## config.mk

```make
export PLATFORM = sky130hd
export DESIGN_NAME = carrier_regen
export DESIGN_NICKNAME = d
export VERILOG_FILES = /design/src/rtl/carrier_regen_pkg.sv /design/src/rtl/quartic_stage.sv /design/src/rtl/fs4_resonator.sv /design/src/rtl/edge_slicer.sv /design/src/rtl/twisted_ring_div.sv /design/src/rtl/carrier_regen.sv
export SDC_FILE = /design/constraint.sdc
export NUM_CORES = 1
export LEC_CHECK = 0
export ABC_AREA = 1
export BUFFER_PORTS_ARGS = -buffer_cell sky130_fd_sc_hd__buf_4
export CAP_MARGIN = 20
export CELL_PAD_IN_SITES_DETAIL_PLACEMENT = 0
export CELL_PAD_IN_SITES_GLOBAL_PLACEMENT = 2
export CORE_MARGIN = 10
export CORE_UTILIZATION = 30
export DETAILED_ROUTE_END_ITERATION = 16
export PLACE_DENSITY = 0.73
export SYNTH_ARGS = -nofsm -noshare
export SYNTH_HDL_FRONTEND = slang
export SYNTH_HIERARCHICAL = 1
export SYNTH_SLANG_ARGS = --single-unit
```

## constraint.sdc

```tcl
create_clock -name clk -period 6 [get_ports clk]
set_input_delay 0.9 -clock clk [delete_from_list [all_inputs] [get_ports clk]]
set_output_delay 0.9 -clock clk [all_outputs]
set_load 0.02 [all_outputs]
```

## src/rtl/carrier_regen_pkg.sv

```systemverilog
package carrier_regen_pkg;

  // Ring state packed as {B, A}
  typedef logic [1:0] ring_state_t;

  // Advance of the twisted ring: A takes ~B, B takes A
  function automatic ring_state_t ring_advance(ring_state_t s);
    return {s[0], ~s[1]};
  endfunction

  // Four quadrature phases: {~B, ~A, B, A}
  function automatic logic [3:0] ring_phases(ring_state_t s);
    return {~s[1], ~s[0], s[1], s[0]};
  endfunction

endpackage

```

## src/rtl/quartic_stage.sv

```systemverilog
module quartic_stage #(
  parameter int IN_W = 12,
  parameter int P_W  = 16
) (
  input  logic                   clk,
  input  logic                   rst,
  input  logic signed [IN_W-1:0] x_i,
  input  logic                   vld_i,
  output logic [P_W-1:0]         q_o,
  output logic                   vld_o
);
  localparam int SQ_W     = 2 * IN_W;
  localparam int QF_W     = 2 * P_W;
  localparam int SQ_SHIFT = 2 * IN_W - 1 - P_W;
  localparam int Q_SHIFT  = P_W - 1;

  logic signed [SQ_W-1:0] sq_full;
  logic [QF_W-1:0]        q_full;
  logic [P_W-1:0]         sq_q;
  logic                   v1_q;

  assign sq_full = x_i * x_i;
  assign q_full  = sq_q * sq_q;

  always_ff @(posedge clk) begin
    if (rst) begin
      sq_q  <= '0;
      v1_q  <= 1'b0;
      q_o   <= '0;
      vld_o <= 1'b0;
    end else begin
      v1_q  <= vld_i;
      vld_o <= v1_q;
      if (vld_i) sq_q <= sq_full[SQ_SHIFT +: P_W];
      if (v1_q)  q_o  <= q_full[Q_SHIFT +: P_W];
    end
  end
endmodule

```

## src/rtl/fs4_resonator.sv

```systemverilog
module fs4_resonator #(
  parameter int P_W     = 16,
  parameter int GUARD   = 8,
  parameter int R_SHIFT = 4,
  localparam int Y_W    = P_W + GUARD
) (
  input  logic                  clk,
  input  logic                  rst,
  input  logic [P_W-1:0]        q_i,
  input  logic                  vld_i,
  output logic signed [Y_W-1:0] y_o,
  output logic                  vld_o
);
  logic [P_W-1:0]        xd1_q, xd2_q;
  logic signed [Y_W-1:0] yd2_q;
  logic signed [Y_W-1:0] q_ext, xd2_ext, y_damp, y_new;

  assign q_ext   = $signed({{(Y_W-P_W){1'b0}}, q_i});
  assign xd2_ext = $signed({{(Y_W-P_W){1'b0}}, xd2_q});
  assign y_damp  = yd2_q - (yd2_q >>> R_SHIFT);
  assign y_new   = q_ext - xd2_ext - y_damp;

  always_ff @(posedge clk) begin
    if (rst) begin
      xd1_q <= '0;
      xd2_q <= '0;
      y_o   <= '0;
      yd2_q <= '0;
      vld_o <= 1'b0;
    end else begin
      vld_o <= vld_i;
      if (vld_i) begin
        xd1_q <= q_i;
        xd2_q <= xd1_q;
        y_o   <= y_new;
        yd2_q <= y_o;
      end
    end
  end
endmodule

```

## src/rtl/edge_slicer.sv

```systemverilog
module edge_slicer #(
  parameter int Y_W = 24
) (
  input  logic                  clk,
  input  logic                  rst,
  input  logic signed [Y_W-1:0] y_i,
  input  logic                  vld_i,
  output logic                  step_o
);
  logic pos_now, pos_q;

  assign pos_now = !y_i[Y_W-1] && (y_i != '0);

  always_ff @(posedge clk) begin
    if (rst) begin
      pos_q  <= 1'b0;
      step_o <= 1'b0;
    end else begin
      step_o <= vld_i && pos_now && !pos_q;
      if (vld_i) pos_q <= pos_now;
    end
  end
endmodule

```

## src/rtl/twisted_ring_div.sv

```systemverilog
module twisted_ring_div
  import carrier_regen_pkg::*;
(
  input  logic       clk,
  input  logic       rst,
  input  logic       step_i,
  output logic [3:0] phase_o
);
  ring_state_t st_q;

  always_ff @(posedge clk) begin
    if (rst)         st_q <= '0;
    else if (step_i) st_q <= ring_advance(st_q);
  end

  assign phase_o = ring_phases(st_q);
endmodule

```

## src/rtl/carrier_regen.sv

```systemverilog
module carrier_regen #(
  parameter int IN_W    = 12,
  parameter int P_W     = 16,
  parameter int GUARD   = 8,
  parameter int R_SHIFT = 4
) (
  input  logic                   clk,
  input  logic                   rst,
  input  logic signed [IN_W-1:0] samp_i,
  input  logic                   samp_valid_i,
  input  logic [1:0]             phase_sel_i,
  output logic                   tick_o,
  output logic [3:0]             phase_o,
  output logic                   ref_o
);
  localparam int Y_W = P_W + GUARD;

  logic [P_W-1:0]        q_w;
  logic                  q_vld;
  logic signed [Y_W-1:0] y_w;
  logic                  y_vld;
  logic                  step_w;

  quartic_stage #(.IN_W(IN_W), .P_W(P_W)) u_quartic (
    .clk(clk), .rst(rst), .x_i(samp_i), .vld_i(samp_valid_i),
    .q_o(q_w), .vld_o(q_vld)
  );

  fs4_resonator #(.P_W(P_W), .GUARD(GUARD), .R_SHIFT(R_SHIFT)) u_reson (
    .clk(clk), .rst(rst), .q_i(q_w), .vld_i(q_vld),
    .y_o(y_w), .vld_o(y_vld)
  );

  edge_slicer #(.Y_W(Y_W)) u_slicer (
    .clk(clk), .rst(rst), .y_i(y_w), .vld_i(y_vld), .step_o(step_w)
  );

  twisted_ring_div u_ring (
    .clk(clk), .rst(rst), .step_i(step_w), .phase_o(phase_o)
  );

  assign tick_o = step_w;

  always_ff @(posedge clk) begin
    if (rst) ref_o <= 1'b0;
    else     ref_o <= phase_o[phase_sel_i];
  end
endmodule

```

==> impl_metrics.json, run 1 <==
{
  "dieArea_um2": 77300,
  "gp_congestion": 0.8366,
  "htreeDepth": 4,
  "cts_max_path_buffers": 2,
  "synth_area_leader_cell": "fa_1",
  "postCtsSetupRepairBufs": 0,
  "portBuffers": 22,
  "timing.final.crit_share": 0.9404,
  "final_common_cell": "inv_1",
  "finalClockSkew_ns": 0.008188,
  "status": "finished, final reports clean",
  "period_minus_slack_ns": 5.643,
  "overflow": 0,
  "hold_viol": 0,
  "diodes": 0,
  "yosysUniqueCellTypes": 46,
  "worstPathMaxFanout": 9,
  "critical_path_buf_inv_count": 5,
  "cts_made_buffers": 17,
  "cp-end-kind": "flop",
  "max_stage_delay_ns": 0.59,
  "setup.worst_path.start_class": "flop",
  "critPathTopFamily": "adder cells",
  "rr_worst_depth": 23,
  "hold_path_class": "reg2reg",
  "wl_per_cell_um": 14.34,
  "vias": 15900,
  "seq_area_frac_synth": 0.1203,
  "yosys_warnings": 6,
  "r2r_start": "u_quartic/sq_q[5]",
  "grt_pass1_wl_um": 86570,
  "critPathArrivalTime_ns": 5.97,
  "fill_cells": 7149,
  "ctsHoldBuffers": 0,
  "rsz0062_at_grt": "no",
  "start_util": 0.3032,
  "cts_tree": "built",
  "syn_to_final_growth_pct": 8.376,
  "cts-root-buf": "clkbuf_16",
  "grt_pass1_vias": 16570,
  "setup_violations": 0,
  "clk_latency_ns": 0.43,
  "rrSetupSlack_ns": 0.36,
  "final_cell_mix": "731 x inv_1, 576 x nand2_1, 302 x fa_1",
  "ys.flop_type": "dfxtp_1",
  "required_ns": 6.32,
  "core_area_um2": 65860,
  "grt_max_degree": 68,
  "slew_headroom": 0.4697,
  "tightest_slew_ns": 0.7954,
  "clk_pin_slew_ns": 0.06,
  "antenna_found_initial": 0,
  "synth.area.top_cells": "fa_1 30%, inv_1 14%, dfxtp_1 12%, ha_1 12%, nand2_1 11%",
  "synth_area_um2": 19970,
  "finalNetCount": 3245,
  "drv_cap": 0,
  "crit_slowest_cell": "dfxtp_1",
  "hpwl_um": 44320,
  "ys_ff_latch": 120,
  "globalRouteTotalUtil": 0.1356,
  "path_class": "reg2reg",
  "dieHeight_um": 278.0,
  "endpoint": "u_quartic/q_o[15]",
  "path_depth": 23,
  "drive_above_1_share": 0.04810,
  "numClockSinks": 120,
  "syn_avg_cell_area_um2": 7.268,
  "wl_um": 51750,
  "syn-num-nets": 3259,
  "dr.pass1.iters": 8,
  "placement_rows": 94,
  "cts_resized": 0,
  "drcViolationCount": 0,
  "die_w_um": 278.0,
  "vias_per_cell": 4.406,
  "drv_slew": 0,
  "yosysTopAreaCellShare": 0.3027,
  "io-pin-count": 23,
  "startpoint": "u_quartic/sq_q[5]",
  "fmax_ghz": 0.1772,
  "synth-edff-count": 0,
  "async_flop_share": 0,
  "syn_inst": 2748,
  "cp_cell_sequence": "buf_4 -> nand2_1 -> fa_1 -> fa_1 -> inv_1 -> fa_1 -> fa_1 -> fa_1 -> inv_1 -> fa_1 -> inv_1 -> ha_1 -> nand2_1 -> nor2_1 -> inv_2 -> nor3_1 -> nand2_1 -> nand2_1 -> nand2_1 -> nand3_1 -> nand2_1 -> nor2_1 -> nor2_1",
  "tns_ns": 0,
  "drt_iter0_markers": 614,
  "ant_nets": 0,
  "rr_endpoint": "u_quartic/q_o[15]"
}
state kept, by name, indices dropped and copies added (netlist names), 2 cells and up:
signal / count
u_quartic/sq_q: 16
u_ring/st_q: 2
u_reson/yd2_q: 24
u_reson/xd2_q: 16
u_reson/xd1_q: 16
u_quartic/q_o: 16
u_reson/y_o: 24
cell families (layout without fill, tap and decap cells):
logic type / count (synthesis) / count (layout) / synth area share
buffers and inverters: 818 / 814 / 0.1555
XOR/XNOR: 50 / 50 / 0.02193
flip-flops: 120 / 120 / 0.1203
adder cells (fa/ha/maj): 494 / 494 / 0.4230
AO/OA/AOI/OAI: 293 / 293 / 0.07975
AND/OR/NAND/NOR: 973 / 973 / 0.1996
synth_stat cells, drive strengths merged, types with 8 or more instances:
| library cell | count |
|---|---|
| nor2 | 232 |
| dfxtp | 120 |
| o21ai | 113 |
| inv | 740 |
| nand3 | 91 |
| ha | 192 |
| a21oi | 142 |
| nor3 | 16 |
| clkbuf | 68 |
| xor2 | 36 |
| a21o | 8 |
| or2 | 10 |
| xnor2 | 14 |
| buf | 8 |
| o21bai | 14 |
| fa | 302 |
| nand4 | 20 |
| nand2 | 592 |
worst min path at each step:
stage / from / end / slack (ns) / cells past startpoint
floorplan: u_slicer/pos_q / u_slicer/step_o / 0.39 / 1
global placement: u_reson/xd2_q[11] / u_reson/xd2_q[11] / 0.45 / 2
detailed placement: u_reson/xd2_q[9] / u_reson/xd2_q[9] / 0.46 / 2
CTS: u_reson/xd2_q[9] / u_reson/xd2_q[9] / 0.47 / 2
global route: u_reson/xd2_q[14] / u_reson/xd2_q[14] / 0.48 / 2
finish: u_reson/xd2_q[13] / u_reson/xd2_q[13] / 0.46 / 2
worst min-delay path, stage by stage (launching register included):
cell and delay, ns:
dfxtp_1 0.29, inv_1 0.06, a21oi_1 0.06
final cells by class:
class,count,area [um^2],share of cell area
inverters,741,2781,0.1285
clock inverters,8,97.59,0.004509
flip-flops and latches,120,2410,0.1113
well taps,864,1081,0.04994
multi-input cells,1810,14470,0.6683
clock buffers,21,480.5,0.02220
repair buffers,44,330.3,0.01526
per-stage QoR:
step / hold slack [ns] / instance area [um^2] / worst slack, ns / utilization / cells
floorplan: 0.3912 / 19970 / 0.6427 / - / 2748
finish: 0.4620 / 21650 / 0.3574 / 0.3286 / 3608
global placement: 0.4517 / 21060 / 0.3329 / 0.3198 / 3579
detailed placement: 0.4599 / 21060 / 0.3149 / 0.3198 / 3579
CTS: 0.4676 / 21640 / 0.3039 / 0.3286 / 3608
global route: 0.4835 / 21650 / 0.04908 / 0.3286 / 3608
metal layers:
layer  track usage  part of all wire
met2        0.2389              0.49
met5             0                 0
met1        0.1789              0.48
met4       0.02523            0.0095
met3       0.01193             0.022
Power of run 1 is left out: the tool's default activity adds up to more than one toggle a clock period on the data nets, which glitch-free logic cannot reach.
==> run 2: changes to the inputs <==
Settings changed: CORE_ASPECT_RATIO from default to 1.1, RECOVER_POWER from default to 100.
==> run 2 against run 1 <==
- the flow now finishes with violations (capacitance limit, slew limit)
- first-iteration DRC count grew 25%
- via count grew 0.60%
- clock-buffer cell count shrank 3
- critical endpoint is now u_quartic/q_o[0]
- global-route usage grew 0.35 points
- clock skew grew 0.026 ns
- die area is essentially flat
- largest cell class unchanged
- core utilization shrank 0.22 points
- wire length is essentially flat
- non-clock buffer count grew 2
- register-to-register slack gained 0.05 ns
==> impl_metrics.json, run 2 (synthesis gave the netlist of run 1 again) <==
{
  "syn_to_final_growth_pct": 8.112,
  "fmax_ghz": 0.1788,
  "violations": "capacitance limit, slew limit",
  "hpwl_um": 44030,
  "place_area_um2": 21070,
  "final_common_cell": "inv_1",
  "grt_max_degree": 96,
  "timing.final.crit_share": 0.9322,
  "finalClockSkew_ns": 0.03376,
  "fin_ws_ns": 0.4065,
  "overflow": 0,
  "slew_headroom": -0.9100,
  "gp_congestion": 0.8577,
  "postCtsSetupRepairBufs": 0,
  "dp.cells": 3575,
  "post-place-ws_ns": 0.2369,
  "finalNetCount": 3247,
  "grt_pass1_vias": 16700,
  "cts_tree": "built",
  "reg.largest.list": "u_reson/y_o: 24 flops, u_reson/yd2_q: 24 flops",
  "setup.worst_path.start_class": "flop",
  "rsz0062_at_grt": "no",
  "dieArea_um2": 77310,
  "required_ns": 6.41,
  "htreeDepth": 4,
  "final_cell_mix": "732 x inv_1, 580 x nand2_1, 302 x fa_1",
  "critPathArrivalTime_ns": 6.00,
  "final_area_um2": 21590,
  "tightest_slew_ns": 2.865,
  "wl_um": 51750,
  "rrSetupSlack_ns": 0.41,
  "grt_pass1_wl_um": 86770,
  "drv_cap": 1,
  "drcViolationCount": 0,
  "core_area_um2": 66150,
  "tns_ns": 0,
  "diodes": 0,
  "numClockSinks": 120,
  "portBuffers": 22,
  "drive_above_1_share": 0.04220,
  "setup_violations": 0,
  "cts_max_path_buffers": 2,
  "dieHeight_um": 290.6,
  "antenna_found_initial": 0,
  "worstPathMaxFanout": 10,
  "period_minus_slack_ns": 5.593,
  "status": "finished with violations",
  "cts_made_buffers": 17,
  "placement_rows": 99,
  "wl_per_cell_um": 14.35,
  "hold_path_class": "reg2reg",
  "ant_nets": 0,
  "hold_viol": 0,
  "path_class": "reg2reg",
  "vias": 15990,
  "start_util": 0.3020,
  "cts-root-buf": "clkbuf_16",
  "globalRouteTotalUtil": 0.1391,
  "clk_pin_slew_ns": 0.06,
  "die_w_um": 266.0,
  "cp-end-kind": "flop",
  "vias_per_cell": 4.434,
  "dr.pass1.iters": 7,
  "clk_latency_ns": 0.49,
  "drv_slew": 46,
  "fill_cells": 7229,
  "io-pin-count": 23,
  "stdcell_count": 3607,
  "drt_iter0_markers": 770
}
-- run 2: cell count changes in the layout (fill, tap and decap cells not counted), moves of 2 or more --
cell      change
clkbuf_1      +8
a21oi_2       -2
o21ai_1       -2
inv_6         +4
dfxtp_2       -3
o21ai_0       +3
inv_2         -2
buf_4         -6
clkbuf_8      -4
nand2_2       -4
a21oi_1       +2
dfxtp_1       +3
nand2_1       +4
-- run 2: timing repair --
item / CTS / global route
endpoints found under the setup margin: 0 / 2
gates resized for setup: 0 / 2
hold buffers: 0 / 0
-- run 2: worst max-delay path, stage by stage (launching register included) --
cell and delay, ns:
dfxtp_1 0.63, nand2_1 0.18, fa_1 0.55, inv_1 0.06, fa_1 0.50, inv_1 0.06, fa_1 0.52, inv_1 0.05
fa_1 0.45, fa_1 0.49, inv_1 0.05, fa_1 0.47, inv_1 0.04, ha_1 0.31, nand2_1 0.13, nor3_1 0.39
nand2_1 0.10, nand2_1 0.12, xor2_1 0.27, nor2_1 0.09, nor2_1 0.08
-- run 2: layout make-up --
| cell class | count | area [um^2] | share of cell area |
|---|---|---|---|
| Sequential cell | 120 | 2406 | 0.1114 |
| Multi-Input combinational cell | 1810 | 14440 | 0.6687 |
| Timing Repair Buffer | 46 | 316.6 | 0.01466 |
| Inverter | 741 | 2781 | 0.1288 |
| Clock buffer | 18 | 429.2 | 0.01987 |
| Tap cell | 858 | 1074 | 0.04972 |
| Clock inverter | 14 | 146.4 | 0.006779 |
-- run 2: routing by layer --
layer  wire length (um)  track usage  share of wire  vias to the layer above
met5                  0            0              0                        -
met4                954      0.03723          0.018                        0
met3               1264      0.01861          0.024                       39
met2              26620       0.2489           0.51                      180
met1              22920       0.1716           0.44                     7652
li1                   -            -              -                     8121
-- run 2: final timing paths --
path,cells past startpoint,to,start
setup / recovery,20,u_quartic/q_o[0],u_quartic/sq_q[5]
hold reg to reg,1,u_slicer/step_o,u_slicer/pos_q
setup reg to reg,20,u_quartic/q_o[0],u_quartic/sq_q[5]
hold / removal,1,u_slicer/step_o,u_slicer/pos_q
-- run 2: through the flow --
| stage | utilization | hold slack, ns |
|---|---|---|
| after floorplan | - | 0.3912 |
| after global placement | 0.3185 | 0.4107 |
| after detailed placement | 0.3185 | 0.4087 |
| after CTS | 0.3272 | 0.4298 |
| after global routing | 0.3264 | 0.4483 |
| final | 0.3264 | 0.4205 |
Power of run 2 is left out for the same reason.
==> run 3: changes to the inputs <==
Settings changed: CELL_PAD_IN_SITES_GLOBAL_PLACEMENT 2 to 1, CORE_ASPECT_RATIO 1.1 to 1.5, HOLD_SLACK_MARGIN from default to 0.02, PLACE_DENSITY 0.73 to 0.62.
==> run 3 against run 2 <==
- the flow still finishes with violations (capacitance limit, slew limit)
- die area rose by 0.26%
- core utilization increased by 0.35 points
- critical path depth grew 1
- wire length rose by 4.6%
- largest cell class unchanged
==> impl_metrics.json, run 3 (synthesis gave the netlist of run 1 again) <==
{
  "placement_rows": 115,
  "globalRouteTotalUtil": 0.1446,
  "final_cell_mix": "733 x inv_1, 578 x nand2_1, 302 x fa_1",
  "cts_tree": "built",
  "cp-end-kind": "flop",
  "vias": 16160,
  "diodes": 0,
  "wl_met2_um": 31730,
  "overflow": 0,
  "setup.worst_path.start_class": "flop",
  "grt_pass1_vias": 17710,
  "worstPathMaxFanout": 10,
  "htreeDepth": 4,
  "critPathArrivalTime_ns": 6.04,
  "dieArea_um2": 77510,
  "finalClockSkew_ns": 0.01330,
  "required_ns": 6.34,
  "multiInputGateArea_um2": 14440,
  "antenna_found_initial": 1,
  "ant_nets": 0,
  "violations": "capacitance limit, slew limit",
  "fmax_ghz": 0.1753,
  "dieHeight_um": 336.0,
  "drive_above_1_share": 0.04465,
  "final_area_um2": 21700,
  "ctsHoldBuffers": 0,
  "tightest_slew_ns": 3.216,
  "status": "finished with violations",
  "portBuffers": 22,
  "drv_cap": 1,
  "cts_made_buffers": 17,
  "syn_to_final_growth_pct": 8.626,
  "drcViolationCount": 0,
  "io-pin-count": 23,
  "fill_cells": 7222,
  "rr_worst_depth": 21,
  "clk_pin_slew_ns": 0.06,
  "vias_per_cell": 4.449,
  "rsz0062_at_grt": "no",
  "seqCellArea_um2": 2409,
  "place_area_um2": 21150,
  "start_util": 0.3037,
  "core_area_um2": 65760,
  "drv_slew": 68,
  "slew_headroom": -1.144,
  "period_minus_slack_ns": 5.705,
  "path_class": "reg2reg",
  "drt_iter0_markers": 589,
  "tns_ns": 0,
  "hold_path_class": "reg2reg",
  "wl_per_cell_um": 14.90,
  "hold_viol": 0,
  "final_common_cell": "inv_1",
  "wl_um": 54120,
  "hpwl_um": 46850,
  "reg.largest.list": "u_reson/y_o: 24 flops, u_reson/yd2_q: 24 flops",
  "timing.final.crit_share": 0.9508,
  "post-place-ws_ns": 0.2175,
  "routed.top_layer": "met5",
  "cts_max_path_buffers": 2,
  "finalNetCount": 3253,
  "dr.pass1.iters": 5,
  "fin_ws_ns": 0.2953,
  "setup_violations": 0,
  "gp_congestion": 0.8704,
  "whs_path_depth": 1,
  "numClockSinks": 120,
  "grt_pass1_wl_um": 89480,
  "clk_latency_ns": 0.44,
  "dr_wl_met3_um": 896,
  "grt_max_degree": 68,
  "die_w_um": 230.7,
  "cts-root-buf": "clkbuf_16",
  "wl_met1_um": 19210
}
-- run 3: cell count changes in the layout (fill, tap and decap cells not counted), moves of 2 or more --
cell,previous run,this run
clkinv_2,4,1
inv_6,4,7
inv_8,0,3
buf_4,38,40
clkbuf_1,8,10
clkinvlp_4,3,1
dfxtp_1,117,115
dfxtp_2,3,5
nand2_1,580,578
nand2_2,12,14
-- run 3: worst paths after layout --
kind / startpoint / endpoint / slack [ns]
max: u_quartic/sq_q[5] / u_quartic/q_o[7] / 0.30
min: u_slicer/pos_q / u_slicer/step_o / 0.41
max reg2reg: u_quartic/sq_q[5] / u_quartic/q_o[7] / 0.30
min reg2reg: u_slicer/pos_q / u_slicer/step_o / 0.41
-- run 3: routing by layer --
layer,track usage,vias to the layer above
met1,0.1344,7720
li1,-,8141
met3,0.01433,96
met4,0.06171,2
met2,0.3054,201
met5,0,-
-- run 3: layout make-up --
type                            instances  share of cell area
Clock inverter                         15            0.008131
Sequential cell                       120              0.1110
Tap cell                              877             0.05058
Clock buffer                           17             0.01961
Inverter                              741              0.1282
Multi-Input combinational cell       1810              0.6656
Timing Repair Buffer                   52             0.01684
-- run 3: worst max-delay path: stages (launching register included) --
cell and delay, ns:
dfxtp_1 0.58, buf_4 0.28, nand2_1 0.09, fa_1 0.52, fa_1 0.50, inv_1 0.05, fa_1 0.48, fa_1 0.50
fa_1 0.49, inv_1 0.05, fa_1 0.48, inv_1 0.04, ha_1 0.32, nand2_1 0.11, nor2_1 0.16, clkinv_1 0.11
nor3_1 0.28, nand3_1 0.15, nand4_1 0.11, nand3_1 0.16, nand2_1 0.11, inv_1 0.04
-- run 3: through the flow --
step           utilization  hold slack, ns  cells
4_1_cts             0.3308          0.4159   3632
5_1_grt             0.3299          0.4371   3632
3_3_place_gp        0.3216          0.3966   3600
3_5_place_dp        0.3216          0.4066   3600
2_1_floorplan            -          0.3912   2748
6_report            0.3299          0.4134   3632
-- run 3: repair_timing --
item,4_1_cts,5_1_grt
gates resized for setup,0,5
setup endpoints to repair,0,2
setup buffers,0,0
Power of run 3 is left out for the same reason.
